==> config.mk <==
export PLATFORM = sky130hd
export DESIGN_NAME = acc_skip_alu
export DESIGN_NICKNAME = d
export VERILOG_FILES = /design/src/rtl/askp_pkg.sv /design/src/rtl/askp_ctrl.sv /design/src/rtl/askp_addsub.sv /design/src/rtl/askp_skipsel.sv /design/src/rtl/acc_skip_alu.sv
export SDC_FILE = /design/constraint.sdc
export NUM_CORES = 1
export LEC_CHECK = 0
export ABC_AREA = 0
export BUFFER_PORTS_ARGS = -buffer_cell sky130_fd_sc_hd__buf_4
export CAP_MARGIN = 15
export CORE_UTILIZATION = 35
export DETAILED_ROUTE_END_ITERATION = 10
export PLACE_DENSITY_LB_ADDON = 0.3
export SLEW_MARGIN = 20
export SYNTH_ARGS = -nofsm -noshare
export SYNTH_HDL_FRONTEND = slang
export SYNTH_SLANG_ARGS = --single-unit
==> constraint.sdc <==
create_clock -name clk -period 3.4 [get_ports clk]
set_input_delay 0.68 -clock clk [delete_from_list [all_inputs] [get_ports clk]]
set_output_delay 0.68 -clock clk [all_outputs]
set_load 0.005 [all_outputs]
==> src/rtl/askp_pkg.sv <==
package askp_pkg;

  typedef enum logic [2:0] {
    OP_MOV  = 3'd0,
    OP_INCS = 3'd1,
    OP_ADDS = 3'd2,
    OP_ADDC = 3'd3,
    OP_SUBC = 3'd4,
    OP_SUBS = 3'd5,
    OP_SKE  = 3'd6,
    OP_NOP  = 3'd7
  } op_e;

  typedef enum logic [1:0] {
    CIN_ZERO = 2'd0,
    CIN_ONE  = 2'd1,
    CIN_FLAG = 2'd2
  } cin_e;

  typedef enum logic [1:0] {
    SK_NONE  = 2'd0,
    SK_CARRY = 2'd1,
    SK_ZERO  = 2'd2,
    SK_EQ    = 2'd3
  } skip_e;

  typedef enum logic [1:0] {
    RT_PAIR = 2'd0,
    RT_SWAP = 2'd1,
    RT_INC  = 2'd2
  } route_e;

  typedef struct packed {
    route_e route;
    logic   sub;
    cin_e   cin;
    logic   pass;
    logic   wr;
    logic   cyw;
    skip_e  skp;
  } ctl_t;

endpackage

==> src/rtl/askp_ctrl.sv <==
module askp_ctrl
  import askp_pkg::*;
(
  input  logic [2:0] op_i,
  output ctl_t       ctl_o
);

  always_comb begin
    ctl_o = '{route: RT_PAIR, sub: 1'b0, cin: CIN_ZERO, pass: 1'b0,
              wr: 1'b0, cyw: 1'b0, skp: SK_NONE};
    case (op_e'(op_i))
      OP_MOV: begin
        ctl_o.pass = 1'b1;
        ctl_o.wr   = 1'b1;
      end
      OP_INCS: begin
        ctl_o.route = RT_INC;
        ctl_o.cin   = CIN_ONE;
        ctl_o.wr    = 1'b1;
        ctl_o.skp   = SK_ZERO;
      end
      OP_ADDS: begin
        ctl_o.wr  = 1'b1;
        ctl_o.skp = SK_CARRY;
      end
      OP_ADDC: begin
        ctl_o.cin = CIN_FLAG;
        ctl_o.wr  = 1'b1;
        ctl_o.cyw = 1'b1;
      end
      OP_SUBC: begin
        ctl_o.route = RT_SWAP;
        ctl_o.sub   = 1'b1;
        ctl_o.cin   = CIN_FLAG;
        ctl_o.wr    = 1'b1;
        ctl_o.cyw   = 1'b1;
      end
      OP_SUBS: begin
        ctl_o.sub = 1'b1;
        ctl_o.wr  = 1'b1;
        ctl_o.skp = SK_CARRY;
      end
      OP_SKE: begin
        ctl_o.skp = SK_EQ;
      end
      default: begin
        ctl_o.pass = 1'b1;
      end
    endcase
  end

endmodule

==> src/rtl/askp_addsub.sv <==
// Shared adder: add gives carry-out, subtract gives borrow-out on flag_o.
// Subtract is formed as a + ~b + (1 - cin).
module askp_addsub #(
  parameter int W = 8
) (
  input  logic [W-1:0] a_i,
  input  logic [W-1:0] b_i,
  input  logic         cin_i,
  input  logic         sub_i,
  output logic [W-1:0] sum_o,
  output logic         flag_o
);

  logic [W-1:0] b_x;
  logic         c_x;
  logic [W:0]   total;

  always_comb begin
    b_x    = sub_i ? ~b_i : b_i;
    c_x    = sub_i ? ~cin_i : cin_i;
    total  = {1'b0, a_i} + {1'b0, b_x} + {{W{1'b0}}, c_x};
    sum_o  = total[W-1:0];
    flag_o = sub_i ? ~total[W] : total[W];
  end

endmodule

==> src/rtl/askp_skipsel.sv <==
module askp_skipsel
  import askp_pkg::*;
#(
  parameter int W = 8
) (
  input  skip_e        sel_i,
  input  logic         flag_i,
  input  logic [W-1:0] sum_i,
  input  logic [W-1:0] a_i,
  input  logic [W-1:0] b_i,
  output logic         skip_o
);

  always_comb begin
    case (sel_i)
      SK_CARRY: skip_o = flag_i;
      SK_ZERO:  skip_o = (sum_i == '0);
      SK_EQ:    skip_o = (a_i == b_i);
      default:  skip_o = 1'b0;
    endcase
  end

endmodule

==> src/rtl/acc_skip_alu.sv <==
module acc_skip_alu
  import askp_pkg::*;
#(
  parameter int W = 8
) (
  input  logic         clk,
  input  logic         rst,
  input  logic         in_vld,
  input  logic [2:0]   op,
  input  logic [W-1:0] opa,
  input  logic [W-1:0] opb,
  input  logic         cy_in,
  output logic         out_vld,
  output logic [W-1:0] res,
  output logic         res_we,
  output logic         cy_out,
  output logic         cy_we,
  output logic         skip
);

  ctl_t         ctl;
  logic [W-1:0] add_a;
  logic [W-1:0] add_b;
  logic         add_c;
  logic [W-1:0] sum;
  logic         flag;
  logic         skip_n;
  logic [W-1:0] res_n;

  askp_ctrl u_ctrl (
    .op_i  (op),
    .ctl_o (ctl)
  );

  always_comb begin
    case (ctl.route)
      RT_SWAP: begin add_a = opb; add_b = opa; end
      RT_INC:  begin add_a = opb; add_b = '0;  end
      default: begin add_a = opa; add_b = opb; end
    endcase
    case (ctl.cin)
      CIN_ONE:  add_c = 1'b1;
      CIN_FLAG: add_c = cy_in;
      default:  add_c = 1'b0;
    endcase
  end

  askp_addsub #(.W(W)) u_addsub (
    .a_i    (add_a),
    .b_i    (add_b),
    .cin_i  (add_c),
    .sub_i  (ctl.sub),
    .sum_o  (sum),
    .flag_o (flag)
  );

  askp_skipsel #(.W(W)) u_skipsel (
    .sel_i  (ctl.skp),
    .flag_i (flag),
    .sum_i  (sum),
    .a_i    (opa),
    .b_i    (opb),
    .skip_o (skip_n)
  );

  assign res_n = ctl.pass ? opb : sum;

  always_ff @(posedge clk) begin
    if (rst) begin
      out_vld <= 1'b0;
      res     <= '0;
      res_we  <= 1'b0;
      cy_out  <= 1'b0;
      cy_we   <= 1'b0;
      skip    <= 1'b0;
    end else begin
      out_vld <= in_vld;
      res_we  <= in_vld & ctl.wr;
      cy_we   <= in_vld & ctl.cyw;
      skip    <= in_vld & skip_n;
      cy_out  <= (in_vld && ctl.cyw) ? flag : cy_in;
      if (in_vld) res <= res_n;
    end
  end

  a_r2_idle_quiet: assert property (@(posedge clk) disable iff (rst)
    !in_vld |=> (!out_vld && !res_we && !cy_we && !skip));

  a_r2_one_cycle: assert property (@(posedge clk) disable iff (rst)
    in_vld |=> out_vld);

  a_r3_move_pass: assert property (@(posedge clk) disable iff (rst)
    (in_vld && op == 3'(OP_MOV)) |=> (res == $past(opb) && res_we && !skip));

  a_r9_compare_no_write: assert property (@(posedge clk) disable iff (rst)
    (in_vld && op == 3'(OP_SKE)) |=> (!res_we && skip == ($past(opa) == $past(opb))));

  a_r10_nop_silent: assert property (@(posedge clk) disable iff (rst)
    (in_vld && op == 3'(OP_NOP)) |=> (!res_we && !cy_we && !skip));

  a_r11_carry_hold: assert property (@(posedge clk) disable iff (rst)
    (in_vld && op != 3'(OP_ADDC) && op != 3'(OP_SUBC)) |=> (!cy_we && cy_out == $past(cy_in)));

  a_r6_carry_update: assert property (@(posedge clk) disable iff (rst)
    (in_vld && (op == 3'(OP_ADDC) || op == 3'(OP_SUBC))) |=> (cy_we && res_we && !skip));

endmodule

==> results of run 1 <==
[tightest hold or removal path: cells and delay by family (launching register included)]
kind / cells / cell delay [ns]
DFF: 1 / 0.31
AOI/OAI and AO/OA: 1 / 0.05
and+or+nand+nor: 1 / 0.09
[registers in the layout, indices dropped and copies added, names as in the netlist]
register and flops:
out_vld 1, skip 1, res_we 1, cy_we 1, cy_out 1, res 8
[Yosys cell counts, drive strengths merged]
cell type / number / share of area
a41o: 1 / 0.0074
clkbuf: 4 / 0.011
nand2: 8 / 0.022
a21oi: 10 / 0.037
nand3: 3 / 0.011
nor3: 2 / 0.0074
o21ai: 5 / 0.019
or2: 1 / 0.0046
mux2: 8 / 0.067
xor2: 12 / 0.078
nand4b: 1 / 0.0065
mux2i: 6 / 0.045
nor2b: 3 / 0.014
xnor2: 3 / 0.020
nand4: 1 / 0.0046
nor3b: 1 / 0.0056
ha: 9 / 0.084
and3: 1 / 0.0046
o31a: 1 / 0.0065
o31ai: 2 / 0.011
o21a: 2 / 0.011
a311oi: 2 / 0.013
a2111oi: 1 / 0.011
nand2b: 3 / 0.014
fa: 2 / 0.030
nor2: 22 / 0.061
inv: 8 / 0.022
nor4: 3 / 0.014
a211oi: 5 / 0.028
dfxtp: 13 / 0.19
or4: 1 / 0.0056
a22oi: 8 / 0.045
o22ai: 2 / 0.0093
o22a: 8 / 0.053
nand3b: 1 / 0.0056
buf: 5 / 0.019
[timing repair]
action,in CTS,in global routing
gates resized for setup,3,27
pin swaps,2,16
setup endpoints to repair,1,3
buffers inserted,0,4
[worst min-delay path by stage]
stage	start	end	slack [ns]	cells after the start
6_report	res[6]$_SDFFE_PP0P_	res[6]$_SDFFE_PP0P_	0.50	2
4_1_cts	res[6]$_SDFFE_PP0P_	res[6]$_SDFFE_PP0P_	0.50	2
5_1_grt	res[4]$_SDFFE_PP0P_	res[4]$_SDFFE_PP0P_	0.53	2
3_3_place_gp	res[2]$_SDFFE_PP0P_	res[2]$_SDFFE_PP0P_	0.47	2
3_5_place_dp	res[1]$_SDFFE_PP0P_	res[1]$_SDFFE_PP0P_	0.49	2
2_1_floorplan	res[4]$_SDFFE_PP0P_	res[4]$_SDFFE_PP0P_	0.48	2
[routing by layer]
metal	vias up	track usage	part of all wire
li1	745	-	-
met1	659	0.242	0.48
met2	28	0.310	0.49
met3	0	0.0179	0.029
met4	0	0.0256	0
met5	-	0	0
[power groups by stage]
stage                     sequential (mW)  combinational, mW  clock [mW]
after detailed placement            0.178              0.365           0
after global routing                0.176              0.462       0.142
after floorplan                     0.179              0.200           0
after CTS                           0.175              0.373       0.133
after global placement              0.177              0.361           0
final                               0.175              0.424       0.130
[kinds of logic after synthesis]
logic type / synth area share
xor+xnor: 0.0976
mux: 0.112
fa+ha+maj: 0.113
buf+inv: 0.0520
compound gates: 0.251
simple gates: 0.181
flops: 0.193
[layout make-up]
type,instances,area share
Multi-Input combinational cell,138,0.547
Timing Repair Buffer,72,0.269
Sequential cell,13,0.121
Tap cell,48,0.0279
Clock buffer,4,0.0209
Inverter,8,0.0139
==> impl_summary.md, run 1 <==
Outcome
The run finished, with violations left. The checks that failed: negative setup slack.

Cells and area
After the last flow step, the layout net total stands at 270. The number of antenna diodes is 0. The signed area change from the synthesized netlist to the final layout is 60.0%. In the final layout, the multi-input gates occupy between 1000 and 1500 µm². Leaving out filler cells and counting taps, the final layout contains roughly 280. The top cell types in the final layout, fill and taps aside, are 67 x sky130_fd_sc_hd__buf_4, 18 x sky130_fd_sc_hd__nor2_1, 13 x sky130_fd_sc_hd__dfxtp_1, 10 x sky130_fd_sc_hd__xor2_1. The fraction of final layout cells sized beyond drive strength 1 is 0.468. Leaving out fill and tap cells, the most frequent cell in the layout is sky130_fd_sc_hd__buf_4.

Registers take approximately 260 µm². Measured on the finished design, the core utilization comes to 0.584. The number of fill cells is ~340. The finished cells cover 2150 µm².

Clock tree
TritonCTS built the clock tree. Counting along the longest clock path gives a buffer depth of 2. CTS saw 13 sinks. The cell chosen for the clock root is sky130_fd_sc_hd__clkbuf_8. The clock-pin slew reported for the worst setup and hold paths after clock tree synthesis is ~0.05 ns. The number of hold-repair buffers added at the cts stage is 0. In this run the number of H-tree levels came out at 1.

The number of CTS-inserted buffers is 3. The clock latency at the later pin of the worst-skew pair is 0.23 ns.

Worst setup path
In this run the critical register-to-register path is captured at res[0]$_SDFFE_PP0P_. The startpoint identified for the worst register-to-register timing path is res[0]$_SDFFE_PP0P_. The worst setup path startpoint is op[2]. The sort of element at the start of the critical path is an input pin. Together, buffers and inverters on the worst path number 3. At the worst endpoint, the required time is between 3 and 4 ns.

The critical-path maximum fanout is 7. The delay of the slowest critical-path stage is between 0.4 and 0.5 ns. The type of the worst setup path is input pin to register.

The kind of cell adding the most delay to the critical path is compound AO/OA/AOI/OAI gates. The cell depth of the worst setup path is 16. For this design, the slowest cell found on the critical path is sky130_fd_sc_hd__fa_2. The termination of the worst setup path is skip$_SDFF_PP0_. The worst register-to-register path has a depth of 2.

The nature of the critical path endpoint is a register. Data arrives at the worst endpoint at around 3.7 ns. The critical path goes through buf_6 > nor3b_2 > inv_1 > ha_4 > a21oi_2 > nor2_2 > xor2_2 > fa_2 > buf_6 > a211oi_4 > o31ai_4 > xor2_2 > nor4_2 > nand3b_1 > a2111oi_4 > a41o_1. The reg-to-reg setup timing slack is roughly 2.7 ns.

Logic synthesis
The average cell area after synthesis is ~8 µm². The flop and latch count out of synthesis is 13. The post-synthesis instance total is about 170. The post-synthesis instance area is between 1000 and 1500 µm². The count of synthesis-stage warnings from yosys is 0. The number of nets produced by synthesis is about 200. The portion of the post-synthesis area used by sequential elements is 0.193. The netlist uses 37 different library cells.

STA
The setup TNS is -0.125 ns. Measured against its own limit, the worst slew margin works out to 0.557. Setup violations remaining at the end of the flow were counted as 1. Setup repair after global routing could not meet its margin everywhere. The number of hold-slack violations in the final timing report is 0.

The clock skew is 0 ns. The final count of pins violating max slew was 0. The worst hold slack is around 0.50 ns. The part of the cycle the worst path needs is 1.04.

For the pin with the worst max-slew slack, the measured transition is ~0.66 ns. The minimum setup slack in the final design is -0.125 ns. The post-route minimum period is about 3.5 ns. The achievable frequency is about 280 MHz.

Die
The count of boundary I/O pins is 36. The floorplan step defined a die boundary enclosing between 4000 and 5000 µm². From left edge to right edge, the die measures between 60 and 70 µm. The initial core utilization is 0.365. The y dimension of the die is 64.0 µm. The number of placement rows is 22. The floorplan step defined a core boundary enclosing 3690 µm².

Global route
The via count of the first global-routing pass is between 1000 and 1500. The first-pass GRT wire length is between 5 and 6 mm. Entering global routing, the biggest net connects 17 pins. The remaining global-route overflow is 0. The initial antenna violation count is 0. The global-route usage over all layers is 0.179.

Placement
The number of placed cells counting well taps is between 200 and 300. The number of input and output port buffers inserted is 35. The post-place setup slack is -0.304 ns.

The final HPWL from detailed placement is approximately 2.9 mm. The post-place instance area is about 1900 µm². The final estimated routing congestion in global placement is 0.822.

Route
The detail route stage leaves a number of antenna-violating nets equal to 0. The wire length per cell is between 10 and 15 µm. The number of violations reported at the end of detailed-routing iteration 0 is 50. Using the TritonRoute via totals, the vias-per-cell ratio works out to approximately 5.1. The number of search-and-repair iterations in the first detailed-routing pass is 4. Across all layers, the routed design uses roughly 1400 vias.

The final wirelength is ~3.8 mm. In the routed design, unresolved DRC markers number 0.

Pwr
For this design the static power due to leakage is 0.968 nW. The sequential share of power is 0.239. The internal power is ~0.48 mW.

The combinational group share of total power is 0.582. Summing internal, switching and leakage power gives between 0.7 and 0.8 mW. The analysis attributes to net switching a power of around 0.25 mW. For this design the ratio of total power to cell area is between 300 and 400 nW/µm². The maximum VDD drop is between 100 and 150 µV. The power share of the clock group is 0.179. The switching share of total power is 0.341.

Job
The tool flagged a number of max-cap violations equal to 0.

Min path
The class of the tightest hold or removal check is register to register.
Power figures use the tool's default switching activity.
==> run 2, diff against run 1 <==
--- a/config.mk
+++ b/config.mk
@@ -8,7 +8,9 @@
 export ABC_AREA = 0
 export BUFFER_PORTS_ARGS = -buffer_cell sky130_fd_sc_hd__buf_4
 export CAP_MARGIN = 15
-export CORE_UTILIZATION = 35
+export CELL_PAD_IN_SITES_DETAIL_PLACEMENT = 1
+export CELL_PAD_IN_SITES_GLOBAL_PLACEMENT = 2
+export CORE_UTILIZATION = 27
 export DETAILED_ROUTE_END_ITERATION = 10
 export PLACE_DENSITY_LB_ADDON = 0.3
 export SLEW_MARGIN = 20
==> run 2 against run 1 <==
Net effect: the flow still finishes with violations (negative setup slack); highest routed layer is now met4; via count rose by 6.4%; sequential power barely moved; critical path type unchanged; final cell count rose by 8.8%; fmax rose by 2.3%; cell area rose by 3.8%; critical path depth did not move; utilization fell by 11 points; combinational power rose by 8.0%.
==> impl_summary.md, run 2 (synthesized netlist as in run 1, its figures left out) <==
Pwr
IR analysis of the VDD net gives a maximum drop of between 100 and 150 µV. In this run the power density over the cells is 344 nW/µm². The design draws between 0.7 and 0.8 mW.

The total leakage power is about 1 nW.

Min path
The min-delay analysis places its worst path in the category register to register. The worst-case hold path end point is res[6]$_SDFFE_PP0P_. In this run the most critical hold path is launched from res[6]$_SDFFE_PP0P_. The worst hold path was traced through 2 stages.

Worst setup path
The reg-to-reg setup timing slack is approximately 2.7 ns. The delay of the slowest critical-path stage is about 0.36 ns. The critical path goes through buf_12 > nor3b_4 > inv_2 > ha_4 > nor2_4 > xor2_2 > fa_2 > inv_2 > fa_2 > nand2b_4 > a21oi_4 > xor2_2 > nor4_2 > nand3b_1 > a2111oi_2 > a41o_1. The kind of cell adding the most delay to the critical path is simple AND/OR/NAND/NOR gates. The slowest library cell on the worst path is sky130_fd_sc_hd__fa_2.

The capturing point of the worst reg2reg path is res[4]$_SDFFE_PP0P_. The critical-path maximum fanout is 5. Counting buffers and inverters, the worst setup path is 16 cells deep. STA puts the critical path data arrival time at 3.63 ns.

In this run the critical register-to-register path is launched from res[4]$_SDFFE_PP0P_. Together, buffers and inverters on the worst path number 3. The required time at the endpoint of the critical path is roughly 3.6 ns.

STA classifies the critical path endpoint as a register. The worst setup path is launched from an input pin. The type of the worst setup path is input pin to register. The depth of the worst register-to-register path is 2.

Die
In this run the count of I/O pins placed on the die edge is 36. The area of the placeable core is between 4000 and 5000 µm². The chip width is a little over 70 µm. The floorplan step defined a die boundary enclosing about 5300 µm².

The initial utilization of the core area, before any placement, comes to 0.283. From bottom edge to top edge, the die measures a little over 70 µm. The number of placement rows is 25.

STA
The post-route minimum period is approximately 3.4 ns. Setup violations remaining at the end of the flow were counted as 1. The final count of pins violating max slew is 0. Setup repair after global routing could not meet its margin everywhere.

Between clock sinks in the finished design, the worst skew comes to 0 ns. Dividing the final minimum period by the clock period gives 1.01. The achievable frequency is a little under 300 MHz. The pin slew with the least headroom to its limit is approximately 0.71 ns. The worst slew slack as a fraction of its limit is 0.526. In the post-route analysis, the smallest setup slack over all paths is -0.0452 ns.

The number of hold-slack violations in the final timing report is 0.

Global route
The first global-routing pass estimated approximately 7.7 mm of wire. The maximum number of pins on one net before global-route repair is 17. The remaining global-route overflow is 0.

The via count of the first global-routing pass came to ~1700. The initial antenna violation count came to 0. For this run, the total global-route usage over all layers was measured as 0.188.

Clock tree
The tree is rooted in a sky130_fd_sc_hd__clkbuf_8. Counting every sink on the clock net gives 13. CTS built an H-tree with a depth of 1. The clock latency at the later pin of the worst-skew pair is about 0.24 ns.

The number of clock buffers added by TritonCTS is 3. TritonCTS built the clock tree. The number of hold-repair buffers added at the cts stage is 0. The clock-pin slew reported for the worst setup and hold paths after clock tree synthesis is around 0.050 ns. Counting along the longest clock path gives a buffer depth of 2.

Cells and area
The area taken by flip-flops and latches is approximately 260 µm². Leaving out fill and tap cells, the most frequent cells in the layout are 73 x sky130_fd_sc_hd__buf_4, 18 x sky130_fd_sc_hd__nor2_1, 13 x sky130_fd_sc_hd__dfxtp_1, 9 x sky130_fd_sc_hd__xor2_1. The fraction of final layout cells sized beyond drive strength 1 is 0.498. The number of flip-flops under the largest register name is 8. The repair_antennas step left the layout with diodes totalling 0. The multi-input combinational cells in the finished layout cover a total of about 1200 µm².

The leading cell type in the layout, fill and taps excluded is sky130_fd_sc_hd__buf_4. The number of fill cells is between 500 and 600. Compared with the post-synthesis result, the final layout area differs by 66.2%.

The register bank with the most flops is res. The utilization after layout is 0.471. The number of nets in the layout is about 280.

Route
The routed via count is between 1500 and 2000. Summed over all layers, the routed wires come to around 4.8 mm. In the final routed layout, each cell accounts on average for between 15 and 20 µm. The post-detailed-route DRC marker count is 0. Using the TritonRoute via totals, the vias-per-cell ratio works out to about 5. The number of search-and-repair iterations in the first detailed-routing pass is 4.

The final antenna-violating net count is 0. The first routing iteration left 53 violations.

Outcome
The final reports fail on negative setup slack. The flow ran to the end, but the final reports show violations.

Job
The tool flagged a number of max-cap violations equal to 0.

Placement
The final HPWL from detailed placement is between 3 and 4 mm. The number of input and output port buffers inserted is 35. The congestion estimate from routability-driven global placement came to about 0.8.

Prior to clock tree synthesis, the placed netlist has a worst setup slack of -0.402 ns.
-- run 2: final cells by class --
| type | instances | area share |
|---|---|---|
| inverter | 8 | 0.0134 |
| timing repair buffer | 78 | 0.276 |
| tap | 67 | 0.0375 |
| clock buffer | 4 | 0.0201 |
| sequential | 13 | 0.116 |
| multi-input combinational | 138 | 0.537 |
-- run 2: worst max-delay path by stage --
stage                 endpoint   from
3_5_place_dp   skip$_SDFF_PP0_  op[0]
5_1_grt        skip$_SDFF_PP0_  op[2]
6_report       skip$_SDFF_PP0_  op[1]
4_1_cts        skip$_SDFF_PP0_  op[1]
3_3_place_gp   skip$_SDFF_PP0_  op[2]
2_1_floorplan  skip$_SDFF_PP0_  op[1]
-- run 2: through the flow --
step | area, µm² | hold WS [ns] | TNS [ns] | instances
detailed placement | 1960 | 0.481 | -1.51 | 297
global route | 2240 | 0.535 | -0.372 | 308
CTS | 2180 | 0.488 | -0.0374 | 305
floorplan | 1380 | 0.476 | -0.145 | 168
global placement | 1960 | 0.473 | -0.772 | 297
finish | 2240 | 0.484 | -0.0452 | 308
-- run 2: repair_timing --
action,CTS,global route
resized for setup,31,6
endpoints found under the setup margin,3,3
pin swaps,17,11
buffers inserted,4,3
-- run 2: worst min-delay path: stages, from the launching register on --
cell	delay [ns]
sky130_fd_sc_hd__dfxtp_1	0.30
sky130_fd_sc_hd__nor2_1	0.08
sky130_fd_sc_hd__a211oi_1	0.05
-- run 2: per-layer routing --
metal  global-route usage  vias to the layer above  wire length [µm]
met5                    0                        -                 0
met4               0.0719                        0                78
met3               0.0304                        9               150
met2                0.353                       40              2540
met1                0.210                      720              2010
li1                     -                      755                 -
-- run 2: power by group --
group          total, mW  switching (mW)  internal (mW)
sequential         0.174         0.00653          0.168
clock              0.136          0.0535         0.0827
combinational      0.458           0.214          0.245
total              0.769           0.274          0.495
==> run 3, diff against run 2 <==
--- a/config.mk
+++ b/config.mk
@@ -10,10 +10,11 @@
 export CAP_MARGIN = 15
 export CELL_PAD_IN_SITES_DETAIL_PLACEMENT = 1
 export CELL_PAD_IN_SITES_GLOBAL_PLACEMENT = 2
-export CORE_UTILIZATION = 27
+export CORE_UTILIZATION = 28
 export DETAILED_ROUTE_END_ITERATION = 10
 export PLACE_DENSITY_LB_ADDON = 0.3
 export SLEW_MARGIN = 20
 export SYNTH_ARGS = -nofsm -noshare
 export SYNTH_HDL_FRONTEND = slang
+export SYNTH_HIERARCHICAL = 1
 export SYNTH_SLANG_ARGS = --single-unit
==> run 3 against run 2 <==
Net effect: sequential power about the same; synthesized cell count is 3.6% lower; clock power about the same; largest cell class unchanged; critical path type unchanged; final cell count decreased by 5.5%; flip-flop and latch count unchanged; sequential share of layout area grew 0.57 points; the flow still finishes with violations (negative setup slack).
==> impl_summary.md, run 3 <==
STA
Counting I/O delays and the setup requirement, the final critical path takes 3.84 ns. The worst hold slack is 0.484 ns. The part of the cycle the worst path needs is 1.13.

The clock skew is 0 ns. For the pin with the worst max-slew slack, the measured transition is between 0.4 and 0.5 ns. The final count of pins violating max slew came to 0.

The achievable frequency is 260 MHz. The minimum setup slack in the final design is -0.442 ns. The setup TNS is -0.622 ns. Setup repair after global routing could not meet its margin everywhere. The number of setup violations in the final report is 4. The number of hold-slack violations in the final timing report is 0. The worst pin sits at a relative slew slack of 0.715.

Global route
The via count of the first global-routing pass is 1487. The routing usage on met3 is 0.0151. The maximum number of pins on one net before global-route repair is 21.

The met1 routing resource usage after global routing is 0.199. The first-pass GRT wire length is about 7.0 mm. The global routing stage identified its most utilized layer as met2. The global-route usage over all layers is 0.171. The initial antenna violation count is 0. The met2 usage is 0.321. For this run the aggregate overflow at the end of global routing stands at 0.

Cells and area
The library cells used most frequently in the layout, excluding fill and tap cells, are 63 x sky130_fd_sc_hd__buf_4, 15 x sky130_fd_sc_hd__nor2_1, 13 x sky130_fd_sc_hd__dfxtp_1, 13 x sky130_fd_sc_hd__xor2_1. Summing all multi-input logic gate instances after layout gives 1200 µm². The finished layout holds about 290 standard cells, fillers aside.

Registers take around 260 µm². After the last flow step, the layout net total stands at between 200 and 300. The library cell used most frequently in the layout, excluding fill and tap cells, is sky130_fd_sc_hd__buf_4. After filler insertion, the fill cell instance count of the layout stands at between 500 and 600. Of the cells placed in the final design, the portion with a size suffix greater than 1 is 0.469.

The register with the most flip-flops in the layout has 8 of them. 0 antenna diodes ended up in the layout. Counting flops per register, the top entry is res.

From synthesis to final layout, the design area changed by 48.9%.

Pwr
Dividing total power by cell area gives a power density of approximately 380 nW/µm². The power share of the clock group is 0.168. The analysis attributes to cell leakage a power of 0.960 nW. The maximum VDD drop is 119 µV. The combinational group share of total power is 0.616. The switching share of total power is 0.358. The internal power is 0.520 mW. For this design the total switching power over the nets is just under 0.3 mW. Of the total power, registers draw 0.216.

Die
The overall die area is approximately 5400 µm². The y dimension of the die is about 74 µm. The chip width is roughly 74 µm. Row generation in the floorplan step produced 25 rows.

The initial core utilization is 0.297. The count of boundary I/O pins is 36. The area of the placeable core is 4820 µm².

Logic synthesis
Yosys mapped a number of flops with a built-in enable equal to 0. The count of synthesis-stage warnings from yosys is 6. In this run the mean area of a mapped cell was between 8 and 9 µm². The number of nets produced by synthesis is 197. The post-synthesis instance area is 1430 µm². The flop and latch count out of synthesis is 13. The most instantiated flip-flop cell in the synthesis netlist is sky130_fd_sc_hd__dfxtp_1. In the synthesized netlist the async set-or-reset flop fraction comes to 0. By area the synthesized netlist is led by sky130_fd_sc_hd__dfxtp_1 18%, sky130_fd_sc_hd__xor2_1 9.2%, sky130_fd_sc_hd__ha_1 8.7%, sky130_fd_sc_hd__mux2i_1 6.3%, sky130_fd_sc_hd__mux2_2 5.5%. The post-synthesis instance total is 162. The number of library cell types mapped by synthesis is 45.

The portion of the post-synthesis area used by sequential elements is 0.182. In the post-synthesis netlist, the cell with the most instances is sky130_fd_sc_hd__nor2_1. The area share of the largest cell type after synthesis is 0.182.

In the synthesized netlist, the cells that appear most often are 16 x sky130_fd_sc_hd__nor2_1, 15 x sky130_fd_sc_hd__xor2_1, 13 x sky130_fd_sc_hd__dfxtp_1, 10 x sky130_fd_sc_hd__ha_1, 9 x sky130_fd_sc_hd__mux2i_1. Of all cell types, the one taking the most synthesized area is sky130_fd_sc_hd__dfxtp_1.

Route
The wire length per cell is approximately 14 µm. The final layout contains routed wiring with a total length of 4.18 mm. The mean number of vias per cell is roughly 4.7. The post-detailed-route DRC marker count is 0. The number of violations reported at the end of detailed-routing iteration 0 is 14. The count of nets left with antenna violations once routing finished came out at 0. The first detailed-routing pass took 4 iterations. The routed via count is 1360.

Clock tree
The TritonCTS clock tree is done. Clock tree synthesis found a total of 13 sinks. The clock-pin slew reported for the worst setup and hold paths after clock tree synthesis is ~0.05 ns. The number of levels in the clock H-tree is 1.

The clock passes through at most 2 buffers. Buffers inserted to repair hold after CTS numbered 0. The clock latency at the later pin of the worst-skew pair is approximately 0.24 ns.

The cell chosen for the clock root is sky130_fd_sc_hd__clkbuf_8. Counting the buffers created by CTS gives 3.

Placement
The final estimated routing congestion in global placement is 0.840. Detailed placement ended at an HPWL of approximately 3.6 mm. The number of input and output port buffers inserted is 35. The number of placed cells counting well taps is around 280.

Min path
The class of the tightest hold or removal check is register to register.

Worst setup path
The type of the worst setup path is input pin to register. STA puts the critical path data required time at 3.59 ns. The nature of the critical path endpoint is a register. STA classifies the critical path startpoint as an input pin. The critical-path maximum fanout is 5.

The data arrival at the endpoint of the critical path is about 4.0 ns.

Job
The tool flagged a number of max-cap violations equal to 0.

Outcome
The flow ran to the end, but the final reports show violations. The final reports fail on negative setup slack.
==> run 3: cell types whose count changed after synthesis, moves of 4 or more <==
cell | before | now
sky130_fd_sc_hd__a22oi_1 | 8 | 0
sky130_fd_sc_hd__a22o_1 | 0 | 7
sky130_fd_sc_hd__o22a_1 | 7 | 0
sky130_fd_sc_hd__a21oi_1 | 10 | 4
sky130_fd_sc_hd__nor2_1 | 22 | 16
sky130_fd_sc_hd__xnor2_1 | 3 | 8
sky130_fd_sc_hd__buf_2 | 5 | 1
sky130_fd_sc_hd__buf_4 | 0 | 4
==> run 3: layout make-up <==
class / instances / share of cell area
Tap cell: 67 / 0.0393
Clock buffer: 4 / 0.0211
Sequential cell: 13 / 0.122
Multi-Input combinational cell: 134 / 0.562
Timing Repair Buffer: 67 / 0.245
Inverter: 6 / 0.0106
==> run 3: power groups by stage <==
stage / Clock (mW) / Sequential [mW] / Combinational [mW]
2_1_floorplan: 0 / 0.180 / 0.256
3_3_place_gp: 0 / 0.178 / 0.421
3_5_place_dp: 0 / 0.179 / 0.440
4_1_cts: 0.141 / 0.176 / 0.456
5_1_grt: 0.147 / 0.177 / 0.548
6_report: 0.136 / 0.175 / 0.499
==> run 3: cell families (layout without fill, tap and decap cells) <==
family / Yosys count / in the layout / share of synthesized area
AOI/OAI and AO/OA: 35 / 35 / 0.190
xor gates and xnor gates: 23 / 23 / 0.141
DFF: 13 / 13 / 0.182
adders and majority gates: 12 / 12 / 0.115
buffers and inverters: 15 / 77 / 0.0664
muxes: 18 / 18 / 0.139
and+or+nand+nor: 46 / 46 / 0.167
==> run 3: repair_timing <==
item	in CTS	in global routing
endpoints found under the hold margin	0	0
buffers inserted	1	5
pin swaps	3	10
setup endpoints to repair	4	6
gates resized for setup	8	11
==> run 3: layer usage <==
layer	share of wire	vias up
met1	0.44	623
met4	0.015	0
li1	-	700
met3	0.031	6
met2	0.51	31
met5	0	-
==> run 3: worst max-delay path: stages <==
cell and delay (ns):
sky130_fd_sc_hd__buf_8 0.10, sky130_fd_sc_hd__nor3b_4 0.21, sky130_fd_sc_hd__inv_2 0.07, sky130_fd_sc_hd__ha_4 0.30
sky130_fd_sc_hd__nor2b_4 0.04, sky130_fd_sc_hd__a22o_1 0.22, sky130_fd_sc_hd__xor2_2 0.17, sky130_fd_sc_hd__fa_2 0.39
sky130_fd_sc_hd__fa_2 0.37, sky130_fd_sc_hd__a21oi_2 0.16, sky130_fd_sc_hd__o22ai_2 0.10, sky130_fd_sc_hd__or2_1 0.22
sky130_fd_sc_hd__xor2_1 0.15, sky130_fd_sc_hd__or4_1 0.43, sky130_fd_sc_hd__nor3_2 0.12, sky130_fd_sc_hd__a31oi_1 0.11
sky130_fd_sc_hd__o21ai_2 0.07, sky130_fd_sc_hd__and2_1 0.12
==> run 3: path summary, 6_finish.rpt <==
| path | start | to | slack [ns] | depth (start not counted) |
|---|---|---|---|---|
| setup / recovery | op[1] | skip$_SDFF_PP0_ | -0.44 | 18 |
| setup reg to reg | res[5]$_SDFFE_PP0P_ | res[5]$_SDFFE_PP0P_ | 2.74 | 2 |
| hold reg to reg | res[2]$_SDFFE_PP0P_ | res[2]$_SDFFE_PP0P_ | 0.48 | 2 |
| hold / removal | res[2]$_SDFFE_PP0P_ | res[2]$_SDFFE_PP0P_ | 0.48 | 2 |
==> run 3: per-stage QoR <==
step / total power, mW / worst slack [ns] / area (µm²) / util
floorplan: 0.435 / -0.758 / 1480 / -
global placement: 0.599 / -0.610 / 1940 / 0.404
detailed placement: 0.618 / -0.724 / 1940 / 0.404
CTS: 0.773 / -0.445 / 2040 / 0.424
global route: 0.872 / -0.600 / 2130 / 0.443
finish: 0.810 / -0.442 / 2130 / 0.443
